===== src/rtl/smb_blkbuf_pkg.sv =====
package smb_blkbuf_pkg;
    localparam int unsigned DEPTH  = 32;
    localparam int unsigned DATA_W = 8;
    localparam int unsigned ADDR_W = 4;
    localparam int unsigned IDX_W  = $clog2(DEPTH);

    localparam logic [ADDR_W-1:0] DATA_OFS = 4'h7;
    localparam logic [ADDR_W-1:0] CTRL_OFS = 4'h2;

    typedef logic [IDX_W-1:0]  idx_t;
    typedef logic [DATA_W-1:0] byte_t;

    typedef enum logic [1:0] {
        HOP_NONE,
        HOP_DATA_RD,
        HOP_DATA_WR,
        HOP_CTRL_RD
    } hop_e;

    typedef struct packed {
        logic  en;
        idx_t  idx;
        byte_t data;
    } wr_req_t;

    function automatic idx_t idx_next(idx_t cur);
        if (cur == idx_t'(DEPTH - 1))
            return '0;
        return cur + 1'b1;
    endfunction
endpackage


===== src/rtl/smb_hst_port.sv =====
module smb_hst_port
    import smb_blkbuf_pkg::*;
(
    input  logic              clk,
    input  logic              rst,
    input  logic [ADDR_W-1:0] addr,
    input  logic              rd,
    input  logic              wr,
    input  byte_t             wdata,
    output hop_e              hop,
    output idx_t              idx,
    output wr_req_t           wreq
);
    idx_t idx_q;

    always_comb begin
        hop = HOP_NONE;
        if (addr == DATA_OFS) begin
            if (rd)
                hop = HOP_DATA_RD;
            else if (wr)
                hop = HOP_DATA_WR;
        end else if (addr == CTRL_OFS && rd) begin
            hop = HOP_CTRL_RD;
        end
    end

    always_ff @(posedge clk) begin
        if (rst)
            idx_q <= '0;
        else begin
            case (hop)
                HOP_CTRL_RD: idx_q <= '0;
                HOP_DATA_RD,
                HOP_DATA_WR: idx_q <= idx_next(idx_q);
                default:     idx_q <= idx_q;
            endcase
        end
    end

    assign idx       = idx_q;
    assign wreq.en   = (hop == HOP_DATA_WR);
    assign wreq.idx  = idx_q;
    assign wreq.data = wdata;
endmodule


===== src/rtl/smb_eng_port.sv =====
module smb_eng_port
    import smb_blkbuf_pkg::*;
(
    input  logic    clk,
    input  logic    rst,
    input  logic    start,
    input  logic    byte_stb,
    input  logic    fill,
    input  byte_t   wdata,
    output idx_t    idx,
    output wr_req_t wreq
);
    idx_t idx_q;
    logic step;

    assign step = byte_stb && !start;

    always_ff @(posedge clk) begin
        if (rst || start)
            idx_q <= '0;
        else if (step)
            idx_q <= idx_next(idx_q);
    end

    assign idx       = idx_q;
    assign wreq.en   = step && fill;
    assign wreq.idx  = idx_q;
    assign wreq.data = wdata;
endmodule


===== src/rtl/smb_blk_store.sv =====
module smb_blk_store
    import smb_blkbuf_pkg::*;
(
    input  logic    clk,
    input  wr_req_t hst_req,
    input  wr_req_t eng_req,
    input  idx_t    hst_idx,
    input  idx_t    eng_idx,
    output byte_t   hst_byte,
    output byte_t   eng_byte
);
    byte_t mem [DEPTH];

    always_ff @(posedge clk) begin
        for (int i = 0; i < DEPTH; i++) begin
            if (eng_req.en && eng_req.idx == idx_t'(i))
                mem[i] <= eng_req.data;
            else if (hst_req.en && !eng_req.en && hst_req.idx == idx_t'(i))
                mem[i] <= hst_req.data;
        end
    end

    assign hst_byte = mem[hst_idx];
    assign eng_byte = mem[eng_idx];
endmodule


===== src/rtl/smb_blkbuf.sv =====
module smb_blkbuf
    import smb_blkbuf_pkg::*;
(
    input  logic              clk,
    input  logic              rst,
    input  logic [ADDR_W-1:0] hst_addr,
    input  logic              hst_rd,
    input  logic              hst_wr,
    input  logic [DATA_W-1:0] hst_wdata,
    output logic [DATA_W-1:0] hst_rdata,
    input  logic              eng_start,
    input  logic              eng_byte,
    input  logic              eng_fill,
    input  logic [DATA_W-1:0] eng_wdata,
    output logic [DATA_W-1:0] eng_rdata
);
    hop_e    hop;
    idx_t    hst_idx;
    idx_t    eng_idx;
    wr_req_t hst_req;
    wr_req_t eng_req;
    byte_t   hst_byte;

    smb_hst_port u_hst (
        .clk   (clk),
        .rst   (rst),
        .addr  (hst_addr),
        .rd    (hst_rd),
        .wr    (hst_wr),
        .wdata (hst_wdata),
        .hop   (hop),
        .idx   (hst_idx),
        .wreq  (hst_req)
    );

    smb_eng_port u_eng (
        .clk      (clk),
        .rst      (rst),
        .start    (eng_start),
        .byte_stb (eng_byte),
        .fill     (eng_fill),
        .wdata    (eng_wdata),
        .idx      (eng_idx),
        .wreq     (eng_req)
    );

    smb_blk_store u_store (
        .clk      (clk),
        .hst_req  (hst_req),
        .eng_req  (eng_req),
        .hst_idx  (hst_idx),
        .eng_idx  (eng_idx),
        .hst_byte (hst_byte),
        .eng_byte (eng_rdata)
    );

    assign hst_rdata = (hop == HOP_DATA_RD) ? hst_byte : '0;
endmodule


===== config.mk =====
export PLATFORM = sky130hd
export DESIGN_NAME = smb_blkbuf
export DESIGN_NICKNAME = d
export VERILOG_FILES = /design/src/rtl/smb_blkbuf_pkg.sv /design/src/rtl/smb_hst_port.sv /design/src/rtl/smb_eng_port.sv /design/src/rtl/smb_blk_store.sv /design/src/rtl/smb_blkbuf.sv
export SDC_FILE = /design/constraint.sdc
export NUM_CORES = 1
export LEC_CHECK = 0
export ABC_AREA = 1
export BUFFER_PORTS_ARGS = -buffer_cell sky130_fd_sc_hd__buf_4
export CAP_MARGIN = 5
export CORE_UTILIZATION = 38
export CTS_CLUSTER_SIZE = 25
export DETAILED_ROUTE_END_ITERATION = 7
export GPL_ROUTABILITY_DRIVEN = 1
export PLACE_DENSITY = 0.56
export SYNTH_ARGS = -nofsm -noshare
export SYNTH_HDL_FRONTEND = slang
export SYNTH_SLANG_ARGS = --single-unit

===== constraint.sdc =====
create_clock -name clk -period 2.8 [get_ports clk]
set_input_delay 0.14 -clock clk [delete_from_list [all_inputs] [get_ports clk]]
set_output_delay 0.14 -clock clk [all_outputs]
set_load 0.02 [all_outputs]

======== After elaboration in Yosys (flattened, before gate mapping) ========
Memory sizes are Yosys's and may differ from the RTL's. A register that Yosys moved wholly into a read port is not among the register bits.
Cells that the tools add are included.
storage, ports and cells
  bits in writable memories ............... 256
  memories kept ........................... 1
  logic and storage cells ................. 515
  output and inout port bits .............. 16
  bits in registers ....................... 10
memories
  name         depth  bits a word  read ports  clocked after Yosys merged registers in  wr ports  line                 text
  u_store.mem  32     8            2           2                                        1         smb_blk_store.sv:12  byte_t mem [DEPTH];
operators by class
  equality and inequality tests ........... 67
  reductions and logical operators ........ 106
  muxes and demuxes ....................... 305
  add/sub/neg operators ................... 2
  bitwise operators ....................... 32
operators with widths
  kind                                            count
  2-to-1 mux 8 bit                                64
  OR reduction 8 bit                              31
  2-to-1 mux 1 bit                                197
  2-to-1 mux 5 bit                                39
  == test 5 bit (second input constant)           32
  == test 5 x 4 -> 1 bit (second input constant)  16
  logical AND 1 bit                               68
  == test 5 x 3 -> 1 bit (second input constant)  8
  bitwise OR 1 bit                                32
  == test 5 x 2 -> 1 bit (second input constant)  4
  adder 5 x 1 -> 5 bit (second input constant)    2
  == test 5 x 1 -> 1 bit (second input constant)  2
  zero test 5 bit                                 2
  case mux 5 bit (2 select lines)                 1
  2-to-1 mux 2 bit                                4
  == test 2 bit (second input constant)           2
  == test 4 x 2 -> 1 bit (second input constant)  1
  == test 4 x 3 -> 1 bit (second input constant)  1
  == test 2 x 1 -> 1 bit (second input constant)  1
  zero test 1 bit                                 2
  nonzero test 2 bit                              1
  OR reduction 2 bit                              1
  logical OR 1 bit                                1

======== Logic depth before layout (Yosys ltp) ========
Gate-level depths: netlist (run 1).
  depth after elaboration ................. 43
  mapped depth ............................ 15
  depth with buffers taken out ............ 12

======== Hierarchy ========
A second synthesis (run 1) with hierarchy kept.
second synthesis, totals
  cell total of the unflattened synthesis .. 2,343
  area total of the unflattened synthesis .. 17,003.8 um2
modules (own cells, without submodules)
  module         area each (um2)  instances  cells each
  smb_blk_store  16,115.5         1          2,208
  smb_hst_port   442.9            1          63
  smb_eng_port   375.4            1          54
  smb_blkbuf     70.1             1          18

======== Worst setup path before layout (run 1) ========
OpenSTA, ideal clock, no wires.
  kind .................................... input-to-reg
  start ................................... input port hst_addr[0]
  end ..................................... memory u_store.mem[20][0] (netlist name), enable pin
  path buffers ............................ 3
  path slack .............................. 560 ps
  library setup time ...................... 384 ps
  data required time ...................... 2,416 ps
  data arrival time ....................... 1,856 ps
  stages .................................. 12
  cells stage by stage .................... nor3_1 o211ai_1 a21oi_1 ha_1 nand2_2 inv_4 nand2_4 buf_6 or2_1 buf_4 buf_6 o21ai_0
on the way
  word-level cells in the longest chain between the ends .. 43
  elaborated cells between the ends (all ways) .. 260
  classes of those cells .................. eq/ne (3); mux (160); bitwise (32); reduce/logical (65)
RTL lines
  element                                                                              line                 text
  from (decl)                                                                          smb_blkbuf.sv:6      input logic [ADDR_W-1:0] hst_addr,
  == test 4 x 2 -> 1 bit                                                               smb_hst_port.sv:23   end else if (addr == CTRL_OFS && rd) begin
  logical AND 1 bit                                                                    smb_hst_port.sv:23
  2-to-1 mux 2 bit                                                                     smb_hst_port.sv:23
  2-to-1 mux 2 bit (*)                                                                 smb_hst_port.sv:18   if (addr == DATA_OFS) begin
  == test 2 bit (*)                                                                    smb_hst_port.sv:42   assign wreq.en = (hop == HOP_DATA_WR);
  logical AND 1 bit (*)                                                                smb_blk_store.sv:18  else if (hst_req.en && !eng_req.en && hst_req.idx == idx_t'(i))
  logical AND 1 bit                                                                    smb_blk_store.sv:18
  2-to-1 mux 1 bit                                                                     smb_blk_store.sv:18
  2-to-1 mux 1 bit                                                                     smb_blk_store.sv:16  if (eng_req.en && eng_req.idx == idx_t'(i))
  2-to-1 mux 1 bit (not written as such)                                               smb_blk_store.sv:19  mem[i] <= hst_req.data;
  bitwise OR 1 bit (no line)                                                           --
  OR reduction 8 bit (no line)                                                         --
  2-to-1 mux 5 bit (no line) / 2-to-1 mux 1 bit (equally long branches) (31 in a row)  --
  to (decl)                                                                            smb_blk_store.sv:12
Every way passes the cells marked *; elsewhere a longest branch is shown, timed or not.

==> impl_summary.log, run 1 <==
INFO  metric number_of_maximum_capacitance_constraint_violations = 0
INFO  metric post_route_cells_drive_above_1_share = 11.98%
INFO  metric syn-mean-instance-area = about 7.6 sq um
INFO  metric cp-start-kind = flip-flop
INFO  metric synth.yosys.seq_area_share = a little under half
INFO  metric dpl-instance-area = 18210 sq um
INFO  metric run_status = complete, no violations
INFO  metric timing.max_slew.rel_slack = approximately a fifth
INFO  metric cp_max_fo = between 40 and 50
INFO  metric synth-edff-count = 256
INFO  metric static-leakage-power = between 7 and 8 nW
INFO  metric core_area = around 45000 sq um
INFO  metric critical_path_most_common_cell = sky130_fd_sc_hd__nand2_1
INFO  metric worst_tran_pin_value = roughly 1.2 ns
INFO  metric postSynth.asyncResetShare = 0%
INFO  metric dr_vias = 16570
INFO  metric cts_tree = yes
INFO  metric primary_flip_flop_cell_chosen_by_synthesis_mapping = sky130_fd_sc_hd__edfxtp_1
INFO  metric drt_pre_antenna_iters = 6
INFO  metric synth.top_cell.area_share = between 40 and 50%
INFO  metric period_needed = approximately 2.8 ns
INFO  metric die-width = between 200 and 250 microns
INFO  metric path_cells = clkinv_2, buf_16, nand2_1, nand3_1, nand3_1, nand2_1, nand2_1, nand2_1, nand2_1, nand2_1, buf_4
INFO  metric total_routing_resource_utilization_after_global_routing = roughly 29%
INFO  metric grt_pass1_vias = around 15000
INFO  metric area_growth_syn_to_layout = 12.19%
INFO  metric cp_data_required_time = 2.66 ns
INFO  metric numClockSinks = about 280
INFO  metric drt-wirelength-per-cell = about 24 microns
INFO  metric synthesis.nets = between 2000 and 2500
INFO  metric peak_supply_drop = 0.3647 mV
INFO  metric max_freq = 358.3 MHz
INFO  metric grt_first_pass_wirelength = 99590 microns
INFO  metric viasPerCell = 5.720
INFO  metric final_core_util = a little over two fifths
INFO  metric synth_largest_area_cell = sky130_fd_sc_hd__edfxtp_1
INFO  metric report.final.slew_viol_count = 0
INFO  metric critical_path.max_stage_delay = approximately 0.48 ns
INFO  metric final_net_count = around 2300
INFO  metric dp.final_hpwl = roughly 45000 microns
INFO  metric pwr_dens = between 500 and 600 nW/um^2
INFO  metric first_iter_violations = around 2200
INFO  metric yosys.cell_count.top_type = sky130_fd_sc_hd__nand2_1
INFO  metric layout.cell_area.non_filler = ~20000 sq um
INFO  metric gpl.final_weighted_congestion = roughly 0.96
INFO  metric crit_slowest_cell = sky130_fd_sc_hd__dfxtp_4
INFO  metric io_buffer_count = 42
INFO  metric dp_slack = ~0.32 ns
INFO  metric grt_antenna_before_repair = 3
INFO  metric report.final.hold_viol_count = 0
INFO  metric post_synth_num_cell_types = 31
INFO  metric post-route-drc-count = 0
INFO  metric largest_net_degree_at_the_start_of_global_routing = 85
INFO  metric floorplan.io_pins = 43
INFO  metric cts.root.buffer_cell = sky130_fd_sc_hd__clkbuf_16
INFO  metric ys.warnings.count = 0
INFO  metric setup.worst_path.end_class = primary output
INFO  metric worstPathArrival = between 2 and 3 ns
INFO  metric cts_buffers = 35
INFO  metric globalRouteOverflowTotal = 0
INFO  metric ctsLongestPathBuffers = 3
INFO  metric final.hold.worst_slack = around 0.043 ns
INFO  metric yosys_register_bits = approximately 280
INFO  metric mappedNetlistArea = 17420 sq um
INFO  metric post_synth_main_area_contributors = sky130_fd_sc_hd__edfxtp_1 44%, sky130_fd_sc_hd__nand2_1 20%, sky130_fd_sc_hd__nand3_1 11%, sky130_fd_sc_hd__o21ai_0 6.2%, sky130_fd_sc_hd__o21ai_2 2.7%
INFO  metric timing.final.setup_violations = 0
INFO  metric criticalPathCategory = reg2out
INFO  metric worst_hold_path_type = in2reg
INFO  metric netlist_top_cells_count = 928 x sky130_fd_sc_hd__nand2_1, 369 x sky130_fd_sc_hd__nand3_1, 256 x sky130_fd_sc_hd__edfxtp_1, 216 x sky130_fd_sc_hd__o21ai_0, 83 x sky130_fd_sc_hd__clkbuf_1
INFO  metric floorplan.rows = just under 80
INFO  metric clk_pin_slew_worst_paths = about 0.06 ns
INFO  metric layout_setup_ws = approximately 0.009 ns
INFO  metric die_y = roughly 220 microns
INFO  metric ant_nets = 0
INFO  metric post_synth_inst_count = 2298
INFO  metric drt_wl_total = approximately 69000 microns
INFO  metric worst_skew_pair.late_latency = around 0.55 ns
INFO  metric cts_htree_levels = 2
INFO  metric initial_utilization = slightly below 40%
INFO  metric layout_worst_path_cycle_share = between 90% and 100%
INFO  metric floorplan.die_area = about 47000 sq um
INFO  metric skew = between 0.015 and 0.02 ns
logic make-up after synthesis:
group	after synthesis	synth area share (%)
AND/OR/NAND/NOR	1372	32.95
AO/OA/AOI/OAI	368	11.86
flip-flops	276	46.43
buffers and inverters	266	7.635
adder cells (fa/ha/maj)	15	1.077
XOR/XNOR	1	0.05029
cell type report:
type | instances | area [sq um]
Fill cell | 4603 | 25740
Sequential cell | 276 | 8098
Multi-Input combinational cell | 1756 | 8021
Timing Repair Buffer | 138 | 1275
Clock buffer | 39 | 890.9
Tap cell | 600 | 750.7
Inverter | 65 | 260.3
Clock inverter | 22 | 244.0
Antenna cell | 1 | 2.502
where the power goes:
part	switching, mW	internal, mW
clock	1.85	2.76
combinational	0.806	0.323
sequential	0.0204	4.52
critical path, delay by kind of cell, from the launching register on:
family,cells,cell delay [ns]
AND/OR/NAND/NOR,8,0.90
buffers and inverters,3,0.64
flip-flops,1,0.48
worst paths after layout:
path                             end          from  slack, ns  depth (start not counted)
hold / removal    u_store.mem[19][1]  hst_wdata[1]       0.04                          3
setup reg to reg  u_store.mem[10][3]  u_eng.idx[0]       0.49                          4
setup / recovery        eng_rdata[1]     flip-flop      0.009                         11
hold reg to reg            flip-flop  u_eng.idx[0]       0.54                          2
metal layers:
layer,GRT usage (%),share of wire (%),vias up
li1,-,-,7663
met1,39.30,40,7862
met2,45.57,45,891
met3,4.196,9.7,155
met4,13.62,4.7,0
met5,0,0,-
stage by stage:
step / total power, mW / std cells / TNS (ns)
after floorplan: 5.248 / 2298 / 0
final: 10.27 / 2897 / 0
after global placement: 5.658 / 2825 / 0
after global routing: 10.52 / 2897 / -0.006324
after detailed placement: 5.673 / 2825 / 0
after CTS: 10.27 / 2890 / 0
layout by cell type, fill, tap and decap left out, drive strengths merged, types with 3 or more instances in the layout:
cell / Yosys / routed
nand2: 932 / 932
nand3: 369 / 369
o21ai: 305 / 305
edfxtp: 256 / 256
buf: 118 / 133
inv: 63 / 64
nor2: 49 / 49
a21oi: 46 / 46
clkbuf: 83 / 41
dfxtp: 20 / 20
clkinv: 2 / 17
or2: 16 / 16
ha: 15 / 15
o22ai: 14 / 14
bufinv: 0 / 5
nor3: 4 / 4
dlygate4sd3: 0 / 3
flip-flops by register name, summed over array words and instances (netlist names), named ones only:
register     flops
u_eng.idx        5
u_store.mem    256
u_hst.idx        5
repair_timing:
action	CTS	global route
hold buffers	3	0
resized for setup	5	13
hold endpoints to repair	12	0
cloned	1	2
endpoints found under the setup margin	8	15
pin swaps	0	0
setup buffers	0	4
No activity file was read; power rests on OpenSTA's default activity.
==> inputs of run 2 (changes only) <==
--- a/config.mk
+++ b/config.mk
@@ -8,11 +8,11 @@
 export ABC_AREA = 1
 export BUFFER_PORTS_ARGS = -buffer_cell sky130_fd_sc_hd__buf_4
 export CAP_MARGIN = 5
-export CORE_UTILIZATION = 38
+export CORE_UTILIZATION = 30
 export CTS_CLUSTER_SIZE = 25
 export DETAILED_ROUTE_END_ITERATION = 7
 export GPL_ROUTABILITY_DRIVEN = 1
-export PLACE_DENSITY = 0.56
+export PLACE_DENSITY = 0.47
 export SYNTH_ARGS = -nofsm -noshare
 export SYNTH_HDL_FRONTEND = slang
 export SYNTH_SLANG_ARGS = --single-unit
==> run 2 against run 1 <==
Critical path depth down 3; worst setup slack gained 0.073 ns; final area rose by 0.53%; via count down 0.95%; combinational power about the same; highest routed layer unchanged.
==> impl_summary.log, run 2 (same netlist as run 1, synthesis figures left out) <==
INFO  metric run_status = complete, no violations (unchanged)
INFO  metric setup_tns = 0 ns (unchanged)
INFO  metric dp.final_hpwl = 47770 microns (was 44640 microns)
INFO  metric critical_path.reg2reg.endpoint = u_store.mem[22][0] (was u_store.mem[10][3])
INFO  metric cts.root.buffer_cell = sky130_fd_sc_hd__clkbuf_16 (unchanged)
INFO  metric most-common-layout-cells = 928 x sky130_fd_sc_hd__nand2_1, 369 x sky130_fd_sc_hd__nand3_1, 256 x sky130_fd_sc_hd__edfxtp_1 (unchanged)
INFO  metric skew = 0.008646 ns (was 0.01773 ns)
INFO  metric drt-wirelength-per-cell = 23.62 microns (was 23.68 microns)
INFO  metric initial_utilization = 30.60% (was 38.47%)
INFO  metric hold_ep = u_store.mem[28][1] (was u_store.mem[19][1])
INFO  metric floorplan.rows = 87 (was 78)
INFO  metric static-leakage-power = 7.706 nW (was 7.745 nW)
INFO  metric worst_skew_pair.late_latency = 0.55 ns (about the same)
INFO  metric ant_nets = 0 (unchanged)
INFO  metric final_net_count = 2317 (was 2314)
INFO  metric number_of_maximum_capacitance_constraint_violations = 0 (unchanged)
INFO  metric area_growth_syn_to_layout = 12.78% (was 12.19%)
INFO  metric first_iter_violations = 1755 (was 2208)
INFO  metric cp_max_fo = 64 (was 42)
INFO  metric pwr_dens = 507.7 nW/um^2 (was 525.3 nW/um^2)
INFO  metric largest_net_degree_at_the_start_of_global_routing = 81 (was 85)
INFO  metric cp-start-kind = flip-flop (unchanged)
INFO  metric die-width = 243.0 microns (was 216.1 microns)
INFO  metric report.final.slew_viol_count = 0 (unchanged)
INFO  metric report.power.total = 9.973 mW (was 10.27 mW)
INFO  metric core_area = 56930 sq um (was 45280 sq um)
INFO  metric post_route_cells_drive_above_1_share = 11.70% (was 11.98%)
INFO  metric clk_pin_slew_worst_paths = 0.06 ns (about the same)
INFO  metric unrepaired_setup_endpoints_after_global_routing = no
INFO  metric hold_path_cells = 3 (unchanged)
INFO  metric rrSetupSlack = 0.44 ns (was 0.49 ns)
INFO  metric max_freq = 367.9 MHz (was 358.3 MHz)
INFO  metric post-route-drc-count = 0 (unchanged)
INFO  metric cts_htree_levels = 2 (unchanged)
INFO  metric registers.top_by_ff_count = u_store.mem (unchanged)
INFO  metric setup.worst_path.end_class = primary output (unchanged)
INFO  metric floorplan.io_pins = 43 (unchanged)
INFO  metric ctsLongestPathBuffers = 3 (unchanged)
INFO  metric cts_tree = yes (unchanged)
INFO  metric viasPerCell = 5.373 (was 5.720)
INFO  metric grt_first_pass_wirelength = 104100 microns (was 99590 microns)
INFO  metric io_buffer_count = 42 (unchanged)
INFO  metric gpl.final_weighted_congestion = 1.003 (was 0.9555)
INFO  metric worst_tran_pin_value = 1.226 ns (was 1.193 ns)
INFO  metric worst_hold_path_type = in2reg (unchanged)
INFO  metric r2r_cell_count = 4 (unchanged)
INFO  metric dpl-instance-area = 18430 sq um (was 18210 sq um)
INFO  metric worstHoldStart = hst_wdata[1] (unchanged)
INFO  metric critical_path.reg2reg.startpoint = u_eng.idx[0] (unchanged)
INFO  metric worstPathArrival = 2.58 ns (was 2.65 ns)
INFO  metric peak_supply_drop = 0.3108 mV (was 0.3647 mV)
INFO  metric drt_pre_antenna_iters = 7 (was 6)
INFO  metric dr_vias = 16410 (was 16570)
INFO  metric grt_antenna_before_repair = 0 (was 3)
INFO  metric timing.max_slew.rel_slack = 17.41% (was 19.61%)
INFO  metric dp_slack = 0.2964 ns (was 0.3209 ns)
INFO  metric floorplan.die_area = 59030 sq um (was 46700 sq um)
INFO  metric period_needed = 2.718 ns (was 2.791 ns)
INFO  metric numClockSinks = 276 (unchanged)
INFO  metric report.final.hold_viol_count = 0 (unchanged)
INFO  metric largest_reg_flops = 256 (unchanged)
INFO  metric grt_pass1_vias = 15320 (was 15130)
INFO  metric n_antenna_cell = 0 (was 1)
INFO  metric die_y = 243.0 microns (was 216.1 microns)
INFO  metric total_routing_resource_utilization_after_global_routing = 24.11% (was 28.98%)
INFO  metric layout_setup_ws = 0.08208 ns (was 0.009003 ns)
INFO  metric layout_worst_path_cycle_share = 97.07% (was 99.68%)
INFO  metric criticalPathCategory = reg2out (unchanged)
INFO  metric layout.cell_area.non_filler = 19650 sq um (was 19540 sq um)
INFO  metric cp_data_required_time = 2.66 ns (about the same)
INFO  metric cts_buffers = 35 (unchanged)
INFO  metric drt_wl_total = 72170 microns (was 68600 microns)
INFO  metric globalRouteOverflowTotal = 0 (unchanged)
INFO  metric final_common_cell = sky130_fd_sc_hd__nand2_1 (unchanged)
INFO  metric timing.final.setup_violations = 0 (unchanged)
run 2: cell count changes in the layout (fill, tap and decap cells not counted), sizes merged:
cell         before  now
buf             133  134
bufinv            5    0
clkbuf           41   53
clkinv           17   12
diode             1    0
dlygate4sd3       3    4
inv              64   63
run 2: stage by stage:
stage | hold slack, ns | cells | util [%]
after floorplan | 0.2212 | 2298 | -
after global placement | 0.3344 | 2985 | 32.36
after detailed placement | 0.3387 | 2986 | 32.37
after CTS | 0.05841 | 3051 | 34.37
after global routing | 0.08897 | 3055 | 34.51
final | 0.08797 | 3055 | 34.51
run 2: routing by layer:
layer / GRT usage (%) / up-vias / share of wire (%) / wire, microns
li1: - / 7672 / - / -
met1: 32.60 / 7794 / 42 / 30650
met2: 37.98 / 783 / 45 / 32690
met3: 3.129 / 165 / 7.6 / 5476
met4: 11.64 / 0 / 4.7 / 3357
met5: 0 / - / 0 / 0
run 2: worst max-delay path by stage:
stage	slack (ns)	from	end
floorplan	0.56	hst_addr[0]	u_store.mem[20][0]
global placement	0.17	eng_byte	u_store.mem[10][4]
detailed placement	0.30	hst_addr[2]	u_store.mem[27][7]
CTS	-0.0007	flip-flop	hst_rdata[7]
global route	0.002	flip-flop	hst_rdata[6]
finish	0.08	flip-flop	hst_rdata[6]
run 2: critical path: stages (launching register included):
cell	delay (ns)
sky130_fd_sc_hd__dfxtp_2	0.33
sky130_fd_sc_hd__clkbuf_8	0.34
sky130_fd_sc_hd__a21oi_1	0.21
sky130_fd_sc_hd__o21ai_0	0.10
sky130_fd_sc_hd__a21oi_1	0.32
sky130_fd_sc_hd__nor2_1	0.07
sky130_fd_sc_hd__nor2_1	0.27
sky130_fd_sc_hd__nor2_2	0.14
sky130_fd_sc_hd__buf_4	0.18
run 2: report_power, final:
part	total [mW]	switching (mW)	internal [mW]
clock	4.33	1.81	2.52
combinational	1.11	0.794	0.318
sequential	4.53	0.0192	4.52
total	9.97	2.62	7.35
run 2: cell type report:
class	count	area [sq um]
fillers	5968	37290
flip-flops and latches	276	8098
multi-input cells	1756	8019
repair buffers	141	1260
clock buffers	50	1018
well taps	756	945.9
inverters	65	252.7
clock inverters	11	51.30
run 2: what timing repair did:
item | 4_1_cts | 5_1_grt
gates cloned | 0 | 2
hold buffers | 4 | 0
hold endpoints to repair | 8 | 0
setup buffers | 0 | 1
endpoints found under the setup margin | 8 | 8
resized for setup | 8 | 4
==> inputs of run 3 (changes only) <==
--- a/config.mk
+++ b/config.mk
@@ -9,6 +9,7 @@
 export BUFFER_PORTS_ARGS = -buffer_cell sky130_fd_sc_hd__buf_4
 export CAP_MARGIN = 5
 export CORE_UTILIZATION = 30
+export CTS_BUF_LIST = sky130_fd_sc_hd__clkbuf_8
 export CTS_CLUSTER_SIZE = 25
 export DETAILED_ROUTE_END_ITERATION = 7
 export GPL_ROUTABILITY_DRIVEN = 1
==> run 3 against run 2 <==
Non-clock buffer count is 17 higher; highest routed layer unchanged; count of clock-buffer cells in the layout increased by 7; register-to-register slack improved by 0.09 ns; final area increased by 0.46%; via count is 0.93% higher; sequential power hardly changed; largest cell class unchanged; flip-flop and latch count did not move; critical endpoint is now eng_rdata[2].
==> impl_summary.log, run 3 (same netlist as run 1, synthesis figures left out) <==
INFO  metric die_y = 243.0 microns (unchanged)
INFO  metric cts.root.buffer_cell = sky130_fd_sc_hd__clkbuf_8 (was sky130_fd_sc_hd__clkbuf_16)
INFO  metric seq_area = 8098 sq um (unchanged)
INFO  metric die-width = 243.0 microns (unchanged)
INFO  metric grt_pass1_vias = 15500 (was 15320)
INFO  metric max_freq = 365.5 MHz (was 367.9 MHz)
INFO  metric numClockSinks = 276 (unchanged)
INFO  metric floorplan.die_area = 59030 sq um (unchanged)
INFO  metric floorplan.io_pins = 43 (unchanged)
INFO  metric worst_hold_path_type = in2reg (unchanged)
INFO  metric gpl.final_weighted_congestion = 1.003 (unchanged)
INFO  metric crit_slowest_cell = sky130_fd_sc_hd__dfxtp_2 (was sky130_fd_sc_hd__clkbuf_8)
INFO  metric initial_utilization = 30.60% (unchanged)
INFO  metric drt_pre_antenna_iters = 6 (was 7)
INFO  metric critical_path_most_common_cell = sky130_fd_sc_hd__nand3_1
INFO  metric report.final.slew_viol_count = 0 (unchanged)
INFO  metric globalRouteOverflowTotal = 0 (unchanged)
INFO  metric path_cells = inv_2, buf_12, nand3_1, nand3_1, nand2_1, nand2_1, nand3_1, and2_1, buf_4 (was clkbuf_8, a21oi_1, o21ai_0, a21oi_1, nor2_1, nor2_1, nor2_2, buf_4)
INFO  metric largest_reg_flops = 256 (unchanged)
INFO  metric worst_tran_pin_value = 1.244 ns (was 1.226 ns)
INFO  metric hold_path_cells = 3 (unchanged)
INFO  metric grt_antenna_before_repair = 0 (unchanged)
INFO  metric timing.max_slew.rel_slack = 16.17% (was 17.41%)
INFO  metric ctsLongestPathBuffers = 3 (unchanged)
INFO  metric cts_htree_levels = 2 (unchanged)
INFO  metric number_of_maximum_capacitance_constraint_violations = 0 (unchanged)
INFO  metric cts_buffers = 51 (was 35)
INFO  metric setup.worst_path.end_class = primary output (unchanged)
INFO  metric viasPerCell = 5.340 (was 5.373)
INFO  metric ant_nets = 0 (unchanged)
INFO  metric clk_pin_slew_worst_paths = 0.06 ns (about the same)
INFO  metric critical-path-top-delay-family = simple AND/OR/NAND/NOR gates (was compound AO/OA/AOI/OAI gates)
INFO  metric critical_path.max_stage_delay = 0.33 ns (was 0.34 ns)
INFO  metric worst_skew_pair.late_latency = 0.65 ns (was 0.55 ns)
INFO  metric core_area = 56930 sq um (unchanged)
INFO  metric static-leakage-power = 7.850 nW (was 7.706 nW)
INFO  metric dr_vias = 16570 (was 16410)
INFO  metric drt_wl_total = 73520 microns (was 72170 microns)
INFO  metric period_needed = 2.736 ns (was 2.718 ns)
INFO  metric final_net_count = 2350 (was 2317)
INFO  metric layout_worst_path_cycle_share = 97.73% (was 97.07%)
INFO  metric cp_data_required_time = 2.66 ns (about the same)
INFO  metric io_buffer_count = 42 (unchanged)
INFO  metric grt_first_pass_wirelength = 105400 microns (was 104100 microns)
INFO  metric report.final.hold_viol_count = 0 (unchanged)
INFO  metric cp_max_fo = 40 (was 64)
INFO  metric first_iter_violations = 1914 (was 1755)
INFO  metric area_growth_syn_to_layout = 13.30% (was 12.78%)
INFO  metric peak_supply_drop = 0.2561 mV (was 0.3108 mV)
INFO  metric layout.filler_cells = 5978 (was 5968)
INFO  metric timing.critical_path.buf_inv = 3 (was 2)
INFO  metric cts_tree = yes (unchanged)
INFO  metric post-route-drc-count = 0 (unchanged)
INFO  metric unrepaired_setup_endpoints_after_global_routing = yes (was no)
INFO  metric final.hold.worst_slack = 0.05726 ns (was 0.08797 ns)
INFO  metric run_status = complete, no violations (unchanged)
INFO  metric largest_net_degree_at_the_start_of_global_routing = 81 (unchanged)
INFO  metric total_routing_resource_utilization_after_global_routing = 24.42% (was 24.11%)
INFO  metric dp.final_hpwl = 47770 microns (unchanged)
INFO  metric report.power.total = 9.327 mW (was 9.973 mW)
INFO  metric worstPathArrival = 2.60 ns (was 2.58 ns)
INFO  metric skew = 0.02257 ns (was 0.008646 ns)
INFO  metric final_common_cell = sky130_fd_sc_hd__nand2_1 (unchanged)
INFO  metric most-common-layout-cells = 928 x sky130_fd_sc_hd__nand2_1, 369 x sky130_fd_sc_hd__nand3_1, 256 x sky130_fd_sc_hd__edfxtp_1 (unchanged)
INFO  metric worstSetupPathDepth = 9 (was 8)
INFO  metric registers.top_by_ff_count = u_store.mem (unchanged)
INFO  metric multi_input_area = 8045 sq um (was 8019 sq um)
INFO  metric timing.final.setup_violations = 0 (unchanged)
INFO  metric pwr_dens = 472.6 nW/um^2 (was 507.7 nW/um^2)
INFO  metric post_route_cells_drive_above_1_share = 12.49% (was 11.70%)
INFO  metric drt-wirelength-per-cell = 23.70 microns (was 23.62 microns)
INFO  metric cp-start-kind = flip-flop (unchanged)
INFO  metric r2r_cell_count = 3 (was 4)
INFO  metric floorplan.rows = 87 (unchanged)
INFO  metric criticalPathCategory = reg2out (unchanged)
==> run 3: changes by cell type in the layout (fill, tap and decap cells not counted), sizes merged <==
cell	previous run	this run
inv	63	87
buf	134	143
dlygate4sd3	4	12
clkinvlp	1	0
clkbuf	53	60
clkinv	12	11
diode	0	1
==> run 3: final cells by class <==
cell class | instances | area share (%)
Sequential cell | 276 | 41.03
Timing Repair Buffer | 158 | 7.462
Multi-Input combinational cell | 1756 | 40.77
Inverter | 65 | 1.319
Tap cell | 756 | 4.793
Clock buffer | 57 | 3.975
Clock inverter | 33 | 0.6403
Antenna cell | 1 | 0.01268
==> run 3: repair_timing <==
item                       4_1_cts  5_1_grt
gates cloned                     1        3
hold endpoints to repair       125        0
setup endpoints to repair        8       16
resized for setup               14       13
hold buffers                    12        0
buffers inserted                 1        6
pin swaps                        0        1
==> run 3: worst paths after layout <==
path | start | slack, ns | to
setup / recovery | flip-flop | 0.06 | eng_rdata[2]
hold / removal | eng_wdata[5] | 0.06 | u_store.mem[21][5]
setup reg to reg | u_eng.idx[2] | 0.53 | u_store.mem[11][7]
hold reg to reg | u_hst.idx[1] | 0.55 | flip-flop
==> run 3: metal layers <==
layer,GRT usage (%),vias to the layer above,wire (microns),part of all wire [%]
li1,-,7743,-,-
met1,32.78,7829,31150,42
met2,38.78,816,33480,46
met3,4.202,178,5878,8.0
met4,10.01,0,3011,4.1
met5,0,-,0,0
==> run 3: per-stage QoR <==
step                setup slack (ns)  setup TNS [ns]  cells  util, %  instance area (sq um)
detailed placement            0.2964               0   2986    32.37                  18430
CTS                        0.0009543               0   3090    34.35                  19560
finish                       0.06369               0   3102    34.67                  19740
global placement              0.1717               0   2985    32.36                  18420
global route               -0.001797       -0.001797   3101    34.66                  19730
floorplan                     0.5599               0   2298        -                  17420
==> run 3: worst register-to-register path: stages (launching register included) <==
cell                      delay [ns]
sky130_fd_sc_hd__dfxtp_1        0.40
sky130_fd_sc_hd__inv_1          0.21
sky130_fd_sc_hd__nand3_1        0.24
sky130_fd_sc_hd__o21ai_0        1.03
==> run 3: power by group <==
| group | leakage (nW) | total [mW] | internal (mW) | switching [mW] |
|---|---|---|---|---|
| Clock | 0.560 | 3.63 | 1.84 | 1.79 |
| Combinational | 4.82 | 1.17 | 0.346 | 0.820 |
| Sequential | 2.47 | 4.53 | 4.52 | 0.0170 |
| Total | 7.85 | 9.33 | 6.70 | 2.63 |
